## config.mk

```make
export PLATFORM = sky130hd
export DESIGN_NAME = macrocell_reg
export DESIGN_NICKNAME = d
export VERILOG_FILES = /design/src/rtl/mcr_pkg.sv /design/src/rtl/mcr_clk_pick.sv /design/src/rtl/mcr_ff_next.sv /design/src/rtl/macrocell_reg.sv
export SDC_FILE = /design/constraint.sdc
export NUM_CORES = 1
export LEC_CHECK = 0
export CAP_MARGIN = 0
export CORE_AREA = 2 2 39 41
export DETAILED_ROUTE_END_ITERATION = 10
export DIE_AREA = 0 0 41 43
export PLACE_DENSITY = 0.57
export SYNTH_ARGS = -nofsm -noshare
export SYNTH_HDL_FRONTEND = slang
export SYNTH_SLANG_ARGS = --single-unit
```

## constraint.sdc

```tcl
create_clock -name clk -period 3.6 [get_ports clk]
set_clock_uncertainty 0.15 [all_clocks]
set_input_delay 1.08 -clock clk [delete_from_list [all_inputs] [get_ports clk]]
set_output_delay 1.08 -clock clk [all_outputs]
set_load 0.02 [all_outputs]
```

## src/rtl/mcr_pkg.sv

```systemverilog
package mcr_pkg;

    typedef enum logic [1:0] {
        FF_D  = 2'd0,
        FF_T  = 2'd1,
        FF_JK = 2'd2,
        FF_SR = 2'd3
    } ff_kind_e;

    typedef enum logic [1:0] {
        CK_GLOBAL = 2'd0,
        CK_GATED  = 2'd1,
        CK_TERM   = 2'd2,
        CK_SPARE  = 2'd3
    } ck_mode_e;

    // history of the selected clock source
    typedef struct packed {
        logic src;
    } pick_state_t;

    // the emulated storage bit
    typedef struct packed {
        logic bit_v;
    } cell_state_t;

endpackage

```

## src/rtl/mcr_clk_pick.sv

```systemverilog
module mcr_clk_pick
    import mcr_pkg::*;
#(
    parameter int NUM_GCLK = 2,
    parameter int SEL_W    = (NUM_GCLK > 1) ? $clog2(NUM_GCLK) : 1
) (
    input  logic                clk,
    input  logic                rst_n,
    input  logic [NUM_GCLK-1:0] gclk,
    input  logic [SEL_W-1:0]    gsel,
    input  logic                ginv,
    input  ck_mode_e            mode,
    input  logic                pt_clk,
    input  logic                pt_ena,
    output logic                fire
);

    logic [NUM_GCLK-1:0] g_true;
    logic [NUM_GCLK-1:0] g_comp;
    logic                src_now;
    logic                rise;
    pick_state_t         st_d, st_q;

    // both polarities of every global clock
    for (genvar g = 0; g < NUM_GCLK; g++) begin : g_pol
        assign g_true[g] = gclk[g];
        assign g_comp[g] = ~gclk[g];
    end

    always_comb begin
        logic gsrc;
        gsrc = 1'b0;
        if (int'(gsel) < NUM_GCLK) begin
            gsrc = ginv ? g_comp[gsel] : g_true[gsel];
        end
        src_now  = (mode == CK_TERM) ? pt_clk : gsrc;
        rise     = src_now & ~st_q.src;
        fire     = rise & ((mode != CK_GATED) | pt_ena);
        st_d.src = src_now;
    end

    always_ff @(posedge clk or negedge rst_n) begin
        if (!rst_n) begin
            st_q.src <= 1'b1;
        end else begin
            st_q <= st_d;
        end
    end

    // a rising edge needs a low sample first, so events never come back to back
    AST_EDGE_SPACING: assert property (@(posedge clk) disable iff (!rst_n)
        rise |=> !rise);

endmodule

```

## src/rtl/mcr_ff_next.sv

```systemverilog
module mcr_ff_next
    import mcr_pkg::*;
(
    input  ff_kind_e kind,
    input  logic     q_cur,
    input  logic     in_a,
    input  logic     in_b,
    output logic     q_nxt,
    output logic     sr_conflict
);

    always_comb begin
        q_nxt       = q_cur;
        sr_conflict = 1'b0;
        unique case (kind)
            FF_D:  q_nxt = in_a;
            FF_T:  q_nxt = q_cur ^ in_a;
            FF_JK: begin
                unique case ({in_a, in_b})
                    2'b10:   q_nxt = 1'b1;
                    2'b01:   q_nxt = 1'b0;
                    2'b11:   q_nxt = ~q_cur;
                    default: q_nxt = q_cur;
                endcase
            end
            FF_SR: begin
                unique case ({in_a, in_b})
                    2'b10:   q_nxt = 1'b1;
                    2'b01:   q_nxt = 1'b0;
                    2'b11: begin
                        q_nxt       = q_cur;
                        sr_conflict = 1'b1;
                    end
                    default: q_nxt = q_cur;
                endcase
            end
            default: q_nxt = q_cur;
        endcase
    end

endmodule

```

## src/rtl/macrocell_reg.sv

```systemverilog
module macrocell_reg
    import mcr_pkg::*;
#(
    parameter int NUM_GCLK = 2,
    localparam int SEL_W   = (NUM_GCLK > 1) ? $clog2(NUM_GCLK) : 1
) (
    input  logic                clk,
    input  logic                rst_n,
    input  logic [NUM_GCLK-1:0] gclk,
    input  logic [1:0]          cfg_kind,
    input  logic [1:0]          cfg_clk_mode,
    input  logic [SEL_W-1:0]    cfg_gsel,
    input  logic                cfg_ginv,
    input  logic                cfg_bypass,
    input  logic                cfg_gclr_en,
    input  logic                sop,
    input  logic                aux,
    input  logic                pt_clk,
    input  logic                pt_ena,
    input  logic                pt_pre,
    input  logic                pt_clr,
    input  logic                gclr_n,
    output logic                mc_out,
    output logic                illegal_sr
);

    ff_kind_e    kind;
    ck_mode_e    mode;
    logic        fire;
    logic        q_nxt;
    logic        sr_conflict;
    logic        clr_any;
    logic        force_any;
    cell_state_t st_d, st_q;

    assign kind = ff_kind_e'(cfg_kind);
    assign mode = ck_mode_e'(cfg_clk_mode);

    mcr_clk_pick #(
        .NUM_GCLK (NUM_GCLK),
        .SEL_W    (SEL_W)
    ) u_pick (
        .clk    (clk),
        .rst_n  (rst_n),
        .gclk   (gclk),
        .gsel   (cfg_gsel),
        .ginv   (cfg_ginv),
        .mode   (mode),
        .pt_clk (pt_clk),
        .pt_ena (pt_ena),
        .fire   (fire)
    );

    mcr_ff_next u_next (
        .kind        (kind),
        .q_cur       (st_q.bit_v),
        .in_a        (sop),
        .in_b        (aux),
        .q_nxt       (q_nxt),
        .sr_conflict (sr_conflict)
    );

    always_comb begin
        clr_any   = pt_clr | (cfg_gclr_en & ~gclr_n);
        force_any = clr_any | pt_pre;
        st_d      = st_q;
        if (clr_any) begin
            st_d.bit_v = 1'b0;
        end else if (pt_pre) begin
            st_d.bit_v = 1'b1;
        end else if (fire) begin
            st_d.bit_v = q_nxt;
        end
        if (cfg_bypass) begin
            mc_out = sop;
        end else if (clr_any) begin
            mc_out = 1'b0;
        end else if (pt_pre) begin
            mc_out = 1'b1;
        end else begin
            mc_out = st_q.bit_v;
        end
        illegal_sr = sr_conflict & ~cfg_bypass;
    end

    always_ff @(posedge clk or negedge rst_n) begin
        if (!rst_n) begin
            st_q.bit_v <= 1'b0;
        end else begin
            st_q <= st_d;
        end
    end

    AST_IDLE_HOLD: assert property (@(posedge clk) disable iff (!rst_n)
        (!fire && !force_any) |=> $stable(st_q.bit_v));

    AST_SR_HOLD: assert property (@(posedge clk) disable iff (!rst_n)
        (illegal_sr && !force_any) |=> $stable(st_q.bit_v));

    AST_GATE_HOLD: assert property (@(posedge clk) disable iff (!rst_n)
        (mode == CK_GATED && !pt_ena && !force_any) |=> $stable(st_q.bit_v));

    AST_PRESET_OUT: assert property (@(posedge clk) disable iff (!rst_n)
        (pt_pre && !clr_any && !cfg_bypass) |-> mc_out);

    AST_CLEAR_OUT: assert property (@(posedge clk) disable iff (!rst_n)
        (pt_clr && !cfg_bypass) |-> !mc_out);

    AST_GCLR_STORE: assert property (@(posedge clk) disable iff (!rst_n)
        (cfg_gclr_en && !gclr_n) |=> !st_q.bit_v);

endmodule

```

---- After elaboration in Yosys (flattened, before gate mapping) ----
Cells that the tools add are included.
operators by class
  add/sub/neg operators ................... 0
  $mul .................................... 0
  div/mod/pow operators ................... 0
  magnitude comparators ................... 1
  equality and inequality tests ........... 10
  shift-type cells ........................ 0
  multiplexer cells ....................... 17
  bitwise gates (word level) .............. 13
  reductions and logical operators ........ 3
operator list
  operator            count
  $mux 1              14
  $eq 2x2->1 const B  5
  $ne 6x3->1 const B  1
  $not 1->1           6
  $ne 5x3->1 const B  1
  $and 1x1->1         4
  $eq 2x1->1 const B  2
  $pmux 1 s4          1
  $pmux 1 s3          1
  $reduce_and 3->1    1
  $reduce_bool 3->1   1
  $logic_not 2->1     1
  $lt 1x2->1 const B  1
  $ne 2x1->1 const B  1
  $or 1x1->1          2
  $pmux 1 s2          1
  $xor 1x1->1         1
word-level totals
  register bits ........................... 2
  bits in latches ......................... 0
  memory bits (writable) .................. 0
  ROM bits ................................ 0
  input bits .............................. 19
  output and inout port bits .............. 2
  logic and storage cells ................. 46
  memories kept ........................... 0

---- Logic depth before layout (Yosys ltp) ----
  word-level depth ........................ 10
  depth in mapped cells ................... 7
  depth with buffers taken out ............ 7

---- Hierarchy ----
Synthesis repeated with hierarchy kept, for this count alone.
second synthesis, totals
  cells, all modules ...................... 29
  area total of the unflattened synthesis .. 272.8 um^2
by module, submodules not included
  module         instances  cells each  area each (um^2)
  macrocell_reg  1          9           95.1
  mcr_ff_next    1          11          93.8
  mcr_clk_pick   1          9           83.8

---- Worst setup path before layout ----
No wires, ideal clock.
  path kind ............................... input to output
  from .................................... in gclr_n
  to ...................................... out mc_out
  arrival ................................. 1.840 ns
  required time ........................... 2.370 ns
  path slack .............................. 0.530 ns
  stages .................................. 3
  path buffers ............................ 0
  cell sequence ........................... inv_1 -> a21o_1 -> o31ai_1
between the ends
  longest elaborated chain between the ends .. 5
ends and longest elaborated chain
  what         RTL line             text
  from (decl)  macrocell_reg.sv:22  input logic gclr_n,
  $not 1->1    macrocell_reg.sv:64  clr_any = pt_clr | (cfg_gclr_en & ~gclr_n);
  $and 1x1->1  macrocell_reg.sv:64
  $or 1x1->1   macrocell_reg.sv:64
  $mux 1       macrocell_reg.sv:76  end else if (clr_any) begin
  $mux 1       macrocell_reg.sv:74  if (cfg_bypass) begin
  to (decl)    macrocell_reg.sv:23  output logic mc_out,
Every way passes these cells.

---- Final worst setup path ----
  from .................................... in sop
  to ...................................... out illegal_sr
between the ends
  longest elaborated chain between the ends .. 4
ends and longest elaborated chain
  what         RTL line             text
  from (decl)  macrocell_reg.sv:16  input logic sop,
  $eq 2x2->1   mcr_ff_next.sv:27    unique case ({in_a, in_b})
  $mux 1       mcr_ff_next.sv:27
  $mux 1       mcr_ff_next.sv:15    unique case (kind)
  $and 1x1->1  macrocell_reg.sv:83  illegal_sr = sr_conflict & ~cfg_bypass;
  to (decl)    macrocell_reg.sv:24  output logic illegal_sr
Every way passes these cells.

==> results.cfg <==
[power_and_ir_drop]
power.leakage_nw = 0.260
vdd.ir_drop.worst_uv = 136
powerDensity_nw_per_um2 = 236

[critical_path]
cp.arrival_ns = 2.30
cp-end-kind = output pin
worstReg2RegStart = st_q$_DFFE_PN0P_
r2r_slack_ns = 2.20
start_kind = input port
crit_path_max_fanout = 3
r2r-end = st_q$_DFFE_PN0P_
worstRegToRegCells = 5
crit_required_ns = 2.37
crit_type = input port to output pin

[route]
wl_per_cell_microns = 8.95
vias_per_cell = 4.14
wirelength_microns = 698
vias = 323
drc_errors = 0
ant_nets = 0
drtIter0Drc = 13
first_pass_iters = 4

[sta]
hold_violations = 0
maxSlewHeadroom = 0.796
rsz0062_at_grt = no
fin_crit_sh = 0.980
max_slew.worst_pin.slew_ns = 0.299
setup_tns_ns = 0
maxSlewViolCount = 0
fin_crit_ns = 3.53
max_freq_mhz = 283
setup_violations = 0

[cells_and_area]
n_antenna_cell = 0
post-route-util = 0.422
final_nets = 85
layout-area-overhead-vs-synth_pct = 98.7
drive_gt1_frac = 0.226

[die]
die_x_microns = 41
start_util = 0.212
fp-row-count = 14
core_sq_um = 1380
io_pins = 21
die-area_sq_um = 1760
die_y_microns = 43

[cts]
cts_made_buffers = 3
h-tree-depth = 1
cts_tree = built
postCtsSetupBuffers = 0
clock_sinks = 2
cts_buffer_depth = 2
worst_skew_pair.late_latency_ns = 0.23
root_buffer = clkbuf_4
clkTransAtPathRegs_ns = 0.04

[logic_synthesis]
synth-edff-count = 0
synth_top_cell_area_share = 0.128
synth_area_sq_um = 294
netlist-cell-type-count = 21
yosysWarnings = 0
synthFlopType = dfstp_2
synth_top_cell_by_area = ha_1
syn_area_per_cell_sq_um = 9.19
synth-seq-cells = 2
syn_inst = 32
synth_nets = 54
yosysMostFrequentCell = inv_1
synth-seq-area-share = 0.174
yosys-top-cells-area = ha_1 (13%), a2111oi_4 (9.4%), dfstp_2 (8.9%), dfrtp_1 (8.5%), xnor2_1 (6.0%)
yosys-top-cells-count = inv_1 (4), ha_1 (3), nand2_1 (3), nor2_1 (3)
async_reset_ff_frac = 1.00

[global_route]
overflow = 0
grt_max_degree = 5
antenna_found_initial = 0
grt_pass1_vias = 312
grt_pass1_wl_microns = 1130
track_usage = 0.0964

[worst_hold_path]
min_to = st_q$_DFFE_PN0P_
hp-class = register to register
hold_depth = 3
min-delay-start = st_q$_DFFE_PN0P_

[place]
dpl.hpwl_microns = 615
portBuffers = 20
gp_congestion = 0.724

[outcome]
outcome = completed

[run]
maxCapViolCount = 0
==> worst max-delay path, cell delays in order <==
cell	delay [ns]
clkdlybuf4s50_1	0.50
ha_1	0.20
and4b_2	0.22
clkdlybuf4s15_1	0.29
==> routing by layer <==
| metal | track usage | vias to the layer above | share of wire |
|---|---|---|---|
| met5 | 0 | - | 0 |
| met4 | 0.0800 | 0 | 0 |
| met3 | 0.0157 | 0 | 0.050 |
| met2 | 0.147 | 9 | 0.56 |
| met1 | 0.109 | 143 | 0.39 |
| li1 | - | 171 | - |
==> how the worst max path moves through the flow <==
stage / cells past startpoint / endpoint / start
after floorplan: 3 / mc_out / gclr_n
after global placement: 5 / mc_out / gclr_n
after detailed placement: 5 / mc_out / gclr_n
after CTS: 4 / illegal_sr / sop
after global routing: 5 / mc_out / gclr_n
final: 4 / illegal_sr / sop
==> sequential cells by signal, indices dropped and copies added, names as in the netlist <==
name	flops
st_q	1
u_pick.st_q	1
==> cells in the final DEF (no fill, tap or decap), types with 2 or more instances in the layout <==
| cell type | n |
|---|---|
| nor2_1 | 3 |
| buf_4 | 6 |
| nand2b_1 | 2 |
| ha_1 | 3 |
| clkdlybuf4s50_1 | 18 |
| nand2_1 | 3 |
| inv_1 | 4 |
| xnor2_1 | 2 |
| clkbuf_4 | 3 |
==> metrics by stage <==
step	std cells	setup WS [ns]	hold slack [ns]	instance area [sq um]	total power [W]
2_1_floorplan	32	0.530	0.461	294	0.0000515
3_3_place_gp	74	-0.229	0.541	559	0.0000841
3_5_place_dp	74	-0.216	0.515	559	0.0000846
4_1_cts	78	0.0460	0.524	583	0.000141
5_1_grt	78	0.00759	0.597	584	0.000149
6_report	78	0.0719	0.529	584	0.000138
==> logic make-up after synthesis <==
family                   count (synthesis)  synth area share
AND/OR/NAND/NOR                         12             0.247
AO/OA/AOI/OAI                            6             0.221
buffers and inverters                    4            0.0510
multiplexers                             3             0.119
adder cells (fa/ha/maj)                  3             0.128
XOR/XNOR                                 2            0.0596
flip-flops                               2             0.174
==> area by class of cell <==
class	instances	area (sq um)
fillers	142	800
repair buffers	26	244
multi-input cells	26	228
flip-flops and latches	2	51.3
clock buffers	4	26.3
well taps	16	20.0
inverters	4	15.0
==> power breakdown <==
part           leakage (nW)  internal, W  switching, W  total (W)
combinational         0.221    0.0000351     0.0000204  0.0000554
sequential           0.0234    0.0000263    0.00000141  0.0000277
clock                0.0150    0.0000412     0.0000137  0.0000549
total                 0.260     0.000103     0.0000355   0.000138
==> what timing repair did <==
action / CTS / global route
hold buffers: 0 / 0
gates resized for setup: 2 / 3
hold endpoints to repair: 0 / 0
endpoints found under the setup margin: 2 / 2
(Power assumes the default switching activity.)
